===== config.mk =====
export PLATFORM = sky130hd
export DESIGN_NAME = sym_framer
export DESIGN_NICKNAME = d
export VERILOG_FILES = /design/src/rtl/sym_framer_pkg.sv /design/src/rtl/sym_framer_classify.sv /design/src/rtl/sym_framer_ctrl.sv /design/src/rtl/sym_framer_buf.sv /design/src/rtl/sym_framer_satcnt.sv /design/src/rtl/sym_framer.sv
export SDC_FILE = /design/constraint.sdc
export NUM_CORES = 1
export LEC_CHECK = 0
export BUFFER_PORTS_ARGS = -buffer_cell sky130_fd_sc_hd__clkbuf_2
export CAP_MARGIN = 30
export CORE_MARGIN = 5
export CORE_UTILIZATION = 35
export CTS_CLUSTER_DIAMETER = 30
export DETAILED_ROUTE_END_ITERATION = 8
export PLACE_DENSITY = 0.65
export SETUP_SLACK_MARGIN = 0.1
export SYNTH_ARGS = -nofsm -noshare
export SYNTH_HDL_FRONTEND = slang
export SYNTH_SLANG_ARGS = --single-unit

===== constraint.sdc =====
create_clock -name clk -period 2.7 [get_ports clk]
set_input_delay 0.54 -clock clk [delete_from_list [all_inputs] [get_ports clk]]
set_output_delay 0.54 -clock clk [all_outputs]
set_load 0.03 [all_outputs]

===== src/rtl/sym_framer_pkg.sv =====
package sym_framer_pkg;

  // Symbol classes seen by the framing control
  typedef enum logic [2:0] {
    EV_NONE    = 3'd0,
    EV_DECERR  = 3'd1,
    EV_START   = 3'd2,
    EV_RESTART = 3'd3,
    EV_OTHER_K = 3'd4,
    EV_DATA    = 3'd5
  } sym_ev_e;

  localparam int NUM_CNT = 3;
  localparam int CNT_DEC  = 0;
  localparam int CNT_RX   = 1;
  localparam int CNT_PROC = 2;

endpackage


===== src/rtl/sym_framer_classify.sv =====
module sym_framer_classify
  import sym_framer_pkg::*;
#(
  parameter logic [7:0] START_K   = 8'h3C,
  parameter logic [7:0] RESTART_K = 8'hFB
) (
  input  logic       sym_valid,
  input  logic       sym_ctrl,
  input  logic       sym_err,
  input  logic [7:0] sym_byte,
  output sym_ev_e    ev
);

  always_comb begin
    ev = EV_NONE;
    if (sym_valid) begin
      if (sym_err) begin
        ev = EV_DECERR;
      end else if (sym_ctrl) begin
        if (sym_byte == START_K) begin
          ev = EV_START;
        end else if (sym_byte == RESTART_K) begin
          ev = EV_RESTART;
        end else begin
          ev = EV_OTHER_K;
        end
      end else begin
        ev = EV_DATA;
      end
    end
  end

endmodule


===== src/rtl/sym_framer_ctrl.sv =====
module sym_framer_ctrl
  import sym_framer_pkg::*;
#(
  parameter  int PKT_LEN = 8,
  localparam int POS_W   = $clog2(PKT_LEN + 1)
) (
  input  logic             clk,
  input  logic             rst_n,
  input  sym_ev_e          ev,
  input  logic             ack,
  output logic             wr_en,
  output logic [POS_W-1:0] wr_idx,
  output logic             pkt_ready,
  output logic             in_sync,
  output logic             scr_reset,
  output logic             inc_rx,
  output logic             inc_proc
);

  localparam logic [POS_W-1:0] POS_FULL = POS_W'(PKT_LEN);
  localparam logic [POS_W-1:0] POS_LAST = POS_W'(PKT_LEN - 1);

  logic [POS_W-1:0] pos_q, pos_n;
  logic             sync_q, sync_n;
  logic             ready_q, ready_n;
  logic             scr_q, scr_n;
  logic             state_en;

  // Next-state logic
  always_comb begin
    pos_n    = pos_q;
    sync_n   = sync_q;
    ready_n  = ready_q & ~ack;
    scr_n    = 1'b0;
    wr_en    = 1'b0;
    inc_rx   = 1'b0;
    inc_proc = 1'b0;
    unique case (ev)
      EV_START: begin
        sync_n = 1'b1;
        pos_n  = '0;
        scr_n  = 1'b1;
      end
      EV_RESTART: begin
        if (sync_q) begin
          pos_n = '0;
        end
      end
      EV_OTHER_K: begin
        sync_n = 1'b0;
        pos_n  = '0;
      end
      EV_DATA: begin
        if (sync_q) begin
          if (ready_q) begin
            sync_n   = 1'b0;
            pos_n    = '0;
            inc_proc = 1'b1;
          end else if (pos_q == POS_FULL) begin
            sync_n = 1'b0;
            pos_n  = '0;
            inc_rx = 1'b1;
          end else begin
            wr_en = 1'b1;
            pos_n = pos_q + POS_W'(1);
            if (pos_q == POS_LAST) begin
              ready_n = 1'b1;
            end
          end
        end
      end
      default: begin
      end
    endcase
  end

  assign state_en = (ev != EV_NONE) | ack | scr_q;

  // State registers
  always_ff @(posedge clk or negedge rst_n) begin
    if (!rst_n) begin
      pos_q   <= '0;
      sync_q  <= 1'b0;
      ready_q <= 1'b0;
      scr_q   <= 1'b0;
    end else if (state_en) begin
      pos_q   <= pos_n;
      sync_q  <= sync_n;
      ready_q <= ready_n;
      scr_q   <= scr_n;
    end
  end

  assign wr_idx    = pos_q;
  assign pkt_ready = ready_q;
  assign in_sync   = sync_q;
  assign scr_reset = scr_q;

endmodule


===== src/rtl/sym_framer_buf.sv =====
module sym_framer_buf #(
  parameter  int PKT_LEN = 8,
  localparam int POS_W   = $clog2(PKT_LEN + 1)
) (
  input  logic                 clk,
  input  logic                 rst_n,
  input  logic                 wr_en,
  input  logic [POS_W-1:0]     wr_idx,
  input  logic [7:0]           wr_byte,
  output logic [PKT_LEN*8-1:0] bytes
);

  for (genvar g = 0; g < PKT_LEN; g++) begin : g_slot
    logic [7:0] slot_q;
    logic       slot_we;

    assign slot_we = wr_en & (wr_idx == POS_W'(g));

    always_ff @(posedge clk or negedge rst_n) begin
      if (!rst_n) begin
        slot_q <= '0;
      end else if (slot_we) begin
        slot_q <= wr_byte;
      end
    end

    assign bytes[g*8 +: 8] = slot_q;
  end

endmodule


===== src/rtl/sym_framer_satcnt.sv =====
module sym_framer_satcnt #(
  parameter int W = 8
) (
  input  logic         clk,
  input  logic         rst_n,
  input  logic         inc,
  output logic [W-1:0] count
);

  logic [W-1:0] cnt_q, cnt_n;
  logic         cnt_en;

  always_comb begin
    cnt_n  = cnt_q + W'(1);
    cnt_en = inc & ~(&cnt_q);
  end

  always_ff @(posedge clk or negedge rst_n) begin
    if (!rst_n) begin
      cnt_q <= '0;
    end else if (cnt_en) begin
      cnt_q <= cnt_n;
    end
  end

  assign count = cnt_q;

endmodule


===== src/rtl/sym_framer.sv =====
module sym_framer
  import sym_framer_pkg::*;
#(
  parameter int         PKT_LEN   = 8,
  parameter int         CNT_W     = 8,
  parameter logic [7:0] START_K   = 8'h3C,
  parameter logic [7:0] RESTART_K = 8'hFB
) (
  input  logic                 clk,
  input  logic                 rst_n,
  input  logic                 sym_valid,
  input  logic                 sym_ctrl,
  input  logic                 sym_err,
  input  logic [7:0]           sym_byte,
  input  logic                 pkt_ack,
  output logic                 pkt_ready,
  output logic [PKT_LEN*8-1:0] pkt_data,
  output logic                 frame_sync,
  output logic                 scr_reset,
  output logic [CNT_W-1:0]     dec_err_cnt,
  output logic [CNT_W-1:0]     rx_ovf_cnt,
  output logic [CNT_W-1:0]     proc_ovf_cnt
);

  localparam int POS_W = $clog2(PKT_LEN + 1);

  // Reset: asserted asynchronously, released on the clock
  logic [1:0] rst_pipe_q;
  logic       rst_sync_n;

  always_ff @(posedge clk or negedge rst_n) begin
    if (!rst_n) begin
      rst_pipe_q <= '0;
    end else begin
      rst_pipe_q <= {rst_pipe_q[0], 1'b1};
    end
  end

  assign rst_sync_n = rst_pipe_q[1];

  sym_ev_e          ev;
  logic             wr_en;
  logic [POS_W-1:0] wr_idx;
  logic             inc_rx;
  logic             inc_proc;
  logic [NUM_CNT-1:0] inc_vec;
  logic [CNT_W-1:0]   cnt_arr [NUM_CNT];

  sym_framer_classify #(
    .START_K   (START_K),
    .RESTART_K (RESTART_K)
  ) u_classify (
    .sym_valid (sym_valid),
    .sym_ctrl  (sym_ctrl),
    .sym_err   (sym_err),
    .sym_byte  (sym_byte),
    .ev        (ev)
  );

  sym_framer_ctrl #(
    .PKT_LEN (PKT_LEN)
  ) u_ctrl (
    .clk       (clk),
    .rst_n     (rst_sync_n),
    .ev        (ev),
    .ack       (pkt_ack),
    .wr_en     (wr_en),
    .wr_idx    (wr_idx),
    .pkt_ready (pkt_ready),
    .in_sync   (frame_sync),
    .scr_reset (scr_reset),
    .inc_rx    (inc_rx),
    .inc_proc  (inc_proc)
  );

  sym_framer_buf #(
    .PKT_LEN (PKT_LEN)
  ) u_buf (
    .clk     (clk),
    .rst_n   (rst_sync_n),
    .wr_en   (wr_en),
    .wr_idx  (wr_idx),
    .wr_byte (sym_byte),
    .bytes   (pkt_data)
  );

  always_comb begin
    inc_vec           = '0;
    inc_vec[CNT_DEC]  = (ev == EV_DECERR);
    inc_vec[CNT_RX]   = inc_rx;
    inc_vec[CNT_PROC] = inc_proc;
  end

  for (genvar c = 0; c < NUM_CNT; c++) begin : g_cnt
    sym_framer_satcnt #(
      .W (CNT_W)
    ) u_satcnt (
      .clk   (clk),
      .rst_n (rst_sync_n),
      .inc   (inc_vec[c]),
      .count (cnt_arr[c])
    );
  end

  assign dec_err_cnt  = cnt_arr[CNT_DEC];
  assign rx_ovf_cnt   = cnt_arr[CNT_RX];
  assign proc_ovf_cnt = cnt_arr[CNT_PROC];

endmodule


==> impl_metrics.tcl <==
set metrics [dict create \
    outcome "finished clean" \
    antenna_found_initial 0 \
    cts_tree "built" \
    r2r_end "u_buf.g_slot[4].slot_q[1]" \
    p_leak_nw 2.90 \
    hp-class "reg2reg" \
    cp_max_fo 8 \
    crit_arrival_ps 2060 \
    seq_area_frac_synth_pct 57.1 \
    final.setup.tns_ps 0 \
    finalHoldViolCount 0 \
    synth-main-ff-cell "dfrtp_1" \
    power_density_nw_per_um2 684 \
    coreArea_um2 12000 \
    synth.net_count 317 \
    r2r_setup_slack_ps 870 \
    regArea_um2 2430 \
    endpoint_kind "flop" \
    critPathKind "reg2reg" \
    h-tree-depth 3 \
    clock_latency_ps 340 \
    numCtsBuffers 9 \
    finalClockSkew_ps 4.44 \
    crit_family "simple AND/OR/NAND/NOR gates" \
    chipWidth_um 120 \
    rows 40 \
    final_common_cell "clkbuf_2" \
    num-fill-cells 1107 \
    cts.path.max_buffers 2 \
    portBuffers 104 \
    syn_area_um2 4250 \
    dr.pass1.iters 4 \
    grt_max_degree 50 \
    ys_ff_latch 97 \
    slowest_stage "and4b_1" \
    drtAntennaViolNets 0 \
    worstReg2RegStart "u_ctrl.pkt_ready" \
    drt_wl_total_um 9420 \
    fin_crit_ps 1830 \
    clkSinkCount 97 \
    max_slew_margin_pct 56.6 \
    rr_worst_depth 4 \
    ir_drop_mv 0.475 \
    final_cell_area_um2 5240 \
    max_freq_mhz 546 \
    setup_violations 0 \
    fin_nets 430 \
    drive_above_1_share_pct 48.2 \
    synth-edff-count 0 \
    finalCritPeriodShare_pct 67.8 \
    initial_core_util_pct 35.6 \
    dp.final_hpwl_um 6850 \
    first_global_vias 2782 \
    rsz0062_at_grt "no" \
    min_from "rst_pipe_q[0]" \
    root_buffer "clkbuf_16" \
    antenna_cells 0 \
    cp.buffers_inverters 0 \
    min_to "rst_pipe_q[1]" \
    place_congestion 0.834 \
    grt_overflow 0 \
    required_ps 2920 \
    drcViolationCount 0 \
    startpoint_type "flop" \
    grtUsageTotal_pct 13.6 \
    async_reset_ff_share_pct 100 \
    post_cts_resized 0 \
    yosysWarningCount 0 \
    layout_common_cells "104 x clkbuf_2, 96 x dfrtp_1, 32 x mux2_2, 32 x mux2_4, 16 x nand2_1" \
    grt_pass1_wl_um 15200 \
    area_delta_synth_final_pct 23.3 \
    vias_per_cell 4.82 \
    synthDistinctLibCells 41 \
    vias 2698 \
    worstPathCellList "nor2_2 > and4b_1 > nand2_4 > mux2_1" \
    io_pins 105 \
    path_clk_slew_ps 60 \
    dr.first_iter.drc_count 158 \
    max_stage_delay_ps 510 \
    cap_violations 0 \
    syn_inst 296 \
    multi_input_area_um2 1760 \
    fp.dieH_um 120 \
    min_path_cells 0 \
    slew_violations 0 \
    synth_area_per_cell_um2 14.4 \
    die_area_um2 14500 \
    dpl-instance-area_um2 4950 \
    wl_per_cell_um 16.8 \
    worst_slew_pin_slew_ps 650 \
]
cell type report:
class / instances / area share, %
clock buffer: 9 / 4.29
clock inverter: 6 / 1.12
inverter: 5 / 0.358
multi-input combinational: 186 / 33.5
sequential: 97 / 46.4
tap: 147 / 3.51
timing repair buffer: 110 / 10.8
worst reg2reg max path, stage by stage (launching register included):
cell     delay [ps]
dfrtp_1         450
nor2_2          270
and4b_1         510
nand2_4         160
mux2_1          330
power breakdown:
part | total [W] | switching (W) | internal, W
clock | 0.00123 | 0.000524 | 0.000709
combinational | 0.000649 | 0.000411 | 0.000238
sequential | 0.00170 | 0.000130 | 0.00157
total | 0.00359 | 0.00106 | 0.00252
synthesized netlist by cell type, types with 2 or more instances:
library cell / n / area share, %
dfrtp_1: 97 / 57
mux2_2: 32 / 8.5
mux2_4: 32 / 11
nand2_1: 16 / 1.4
xor2_1: 14 / 2.9
nand3_1: 11 / 1.3
nor2_1: 10 / 0.88
nor3_1: 9 / 1.1
ha_1: 7 / 2.1
xnor2_1: 6 / 1.2
inv_1: 5 / 0.44
nand4_1: 5 / 0.74
clkbuf_1: 4 / 0.35
nand2_4: 4 / 1.1
nand2_8: 4 / 1.9
and3_1: 3 / 0.44
o21ai_0: 3 / 0.35
a21o_1: 2 / 0.35
a32o_1: 2 / 0.47
and3b_1: 2 / 0.41
and4b_1: 2 / 0.47
buf_6: 2 / 0.53
mux2_1: 2 / 0.53
mux2i_1: 2 / 0.47
nand2b_1: 2 / 0.29
nor2b_1: 2 / 0.29
o211ai_1: 2 / 0.35
state kept, by name, summed over array words and instances, names as in the netlist:
register / cells
u_buf.g_slot.slot_q: 64
u_ctrl.in_sync: 1
rst_pipe_q: 2
g_cnt.u_satcnt.count: 24
u_ctrl.wr_idx: 4
u_ctrl.pkt_ready: 1
u_ctrl.scr_reset: 1
how the worst max path moves through the flow:
stage,startpoint,depth (start not counted),endpoint
final,u_ctrl.pkt_ready,4,u_buf.g_slot[4].slot_q[1]
after detailed placement,sym_ctrl,5,u_buf.g_slot[4].slot_q[1]
after global routing,u_ctrl.pkt_ready,4,u_buf.g_slot[4].slot_q[7]
after floorplan,sym_err,6,u_buf.g_slot[0].slot_q[6]
after CTS,u_ctrl.pkt_ready,4,u_buf.g_slot[4].slot_q[1]
after global placement,sym_ctrl,5,u_buf.g_slot[4].slot_q[1]
metrics by stage:
stage	setup slack, ps	util, %	std cells	hold slack [ps]	power (W)
2_1_floorplan	916	-	296	244	0.00217
3_3_place_gp	667	41.4	544	329	0.00237
3_5_place_dp	632	41.4	544	329	0.00239
4_1_cts	866	43.8	560	357	0.00363
5_1_grt	793	43.8	560	369	0.00375
6_report	868	43.8	560	354	0.00359
layer usage:
metal	global-route usage (%)	up-vias	wire (um)
met5	0	-	0
met4	4.89	0	129
met3	4.16	11	553
met2	19.7	84	4170
met1	19.4	1331	4570
li1	-	1272	-
cell families after synthesis:
group / Yosys count / synth area share [%]
buffers and inverters: 13 / 1.59
AND/OR/NAND/NOR: 76 / 11.4
multiplexers: 68 / 20.8
adder cells (fa/ha/maj): 7 / 2.06
flip-flops: 97 / 57.1
other: 1 / 0.0882
XOR/XNOR: 20 / 4.12
AO/OA/AOI/OAI: 14 / 2.94
what timing repair did:
action / 4_1_cts / 5_1_grt
endpoints found under the setup margin: 0 / 0
buffers inserted: 0 / 0
hold buffers: 1 / 0
hold endpoints to repair: 2 / 0
No activity file was read; power rests on OpenSTA's default activity.
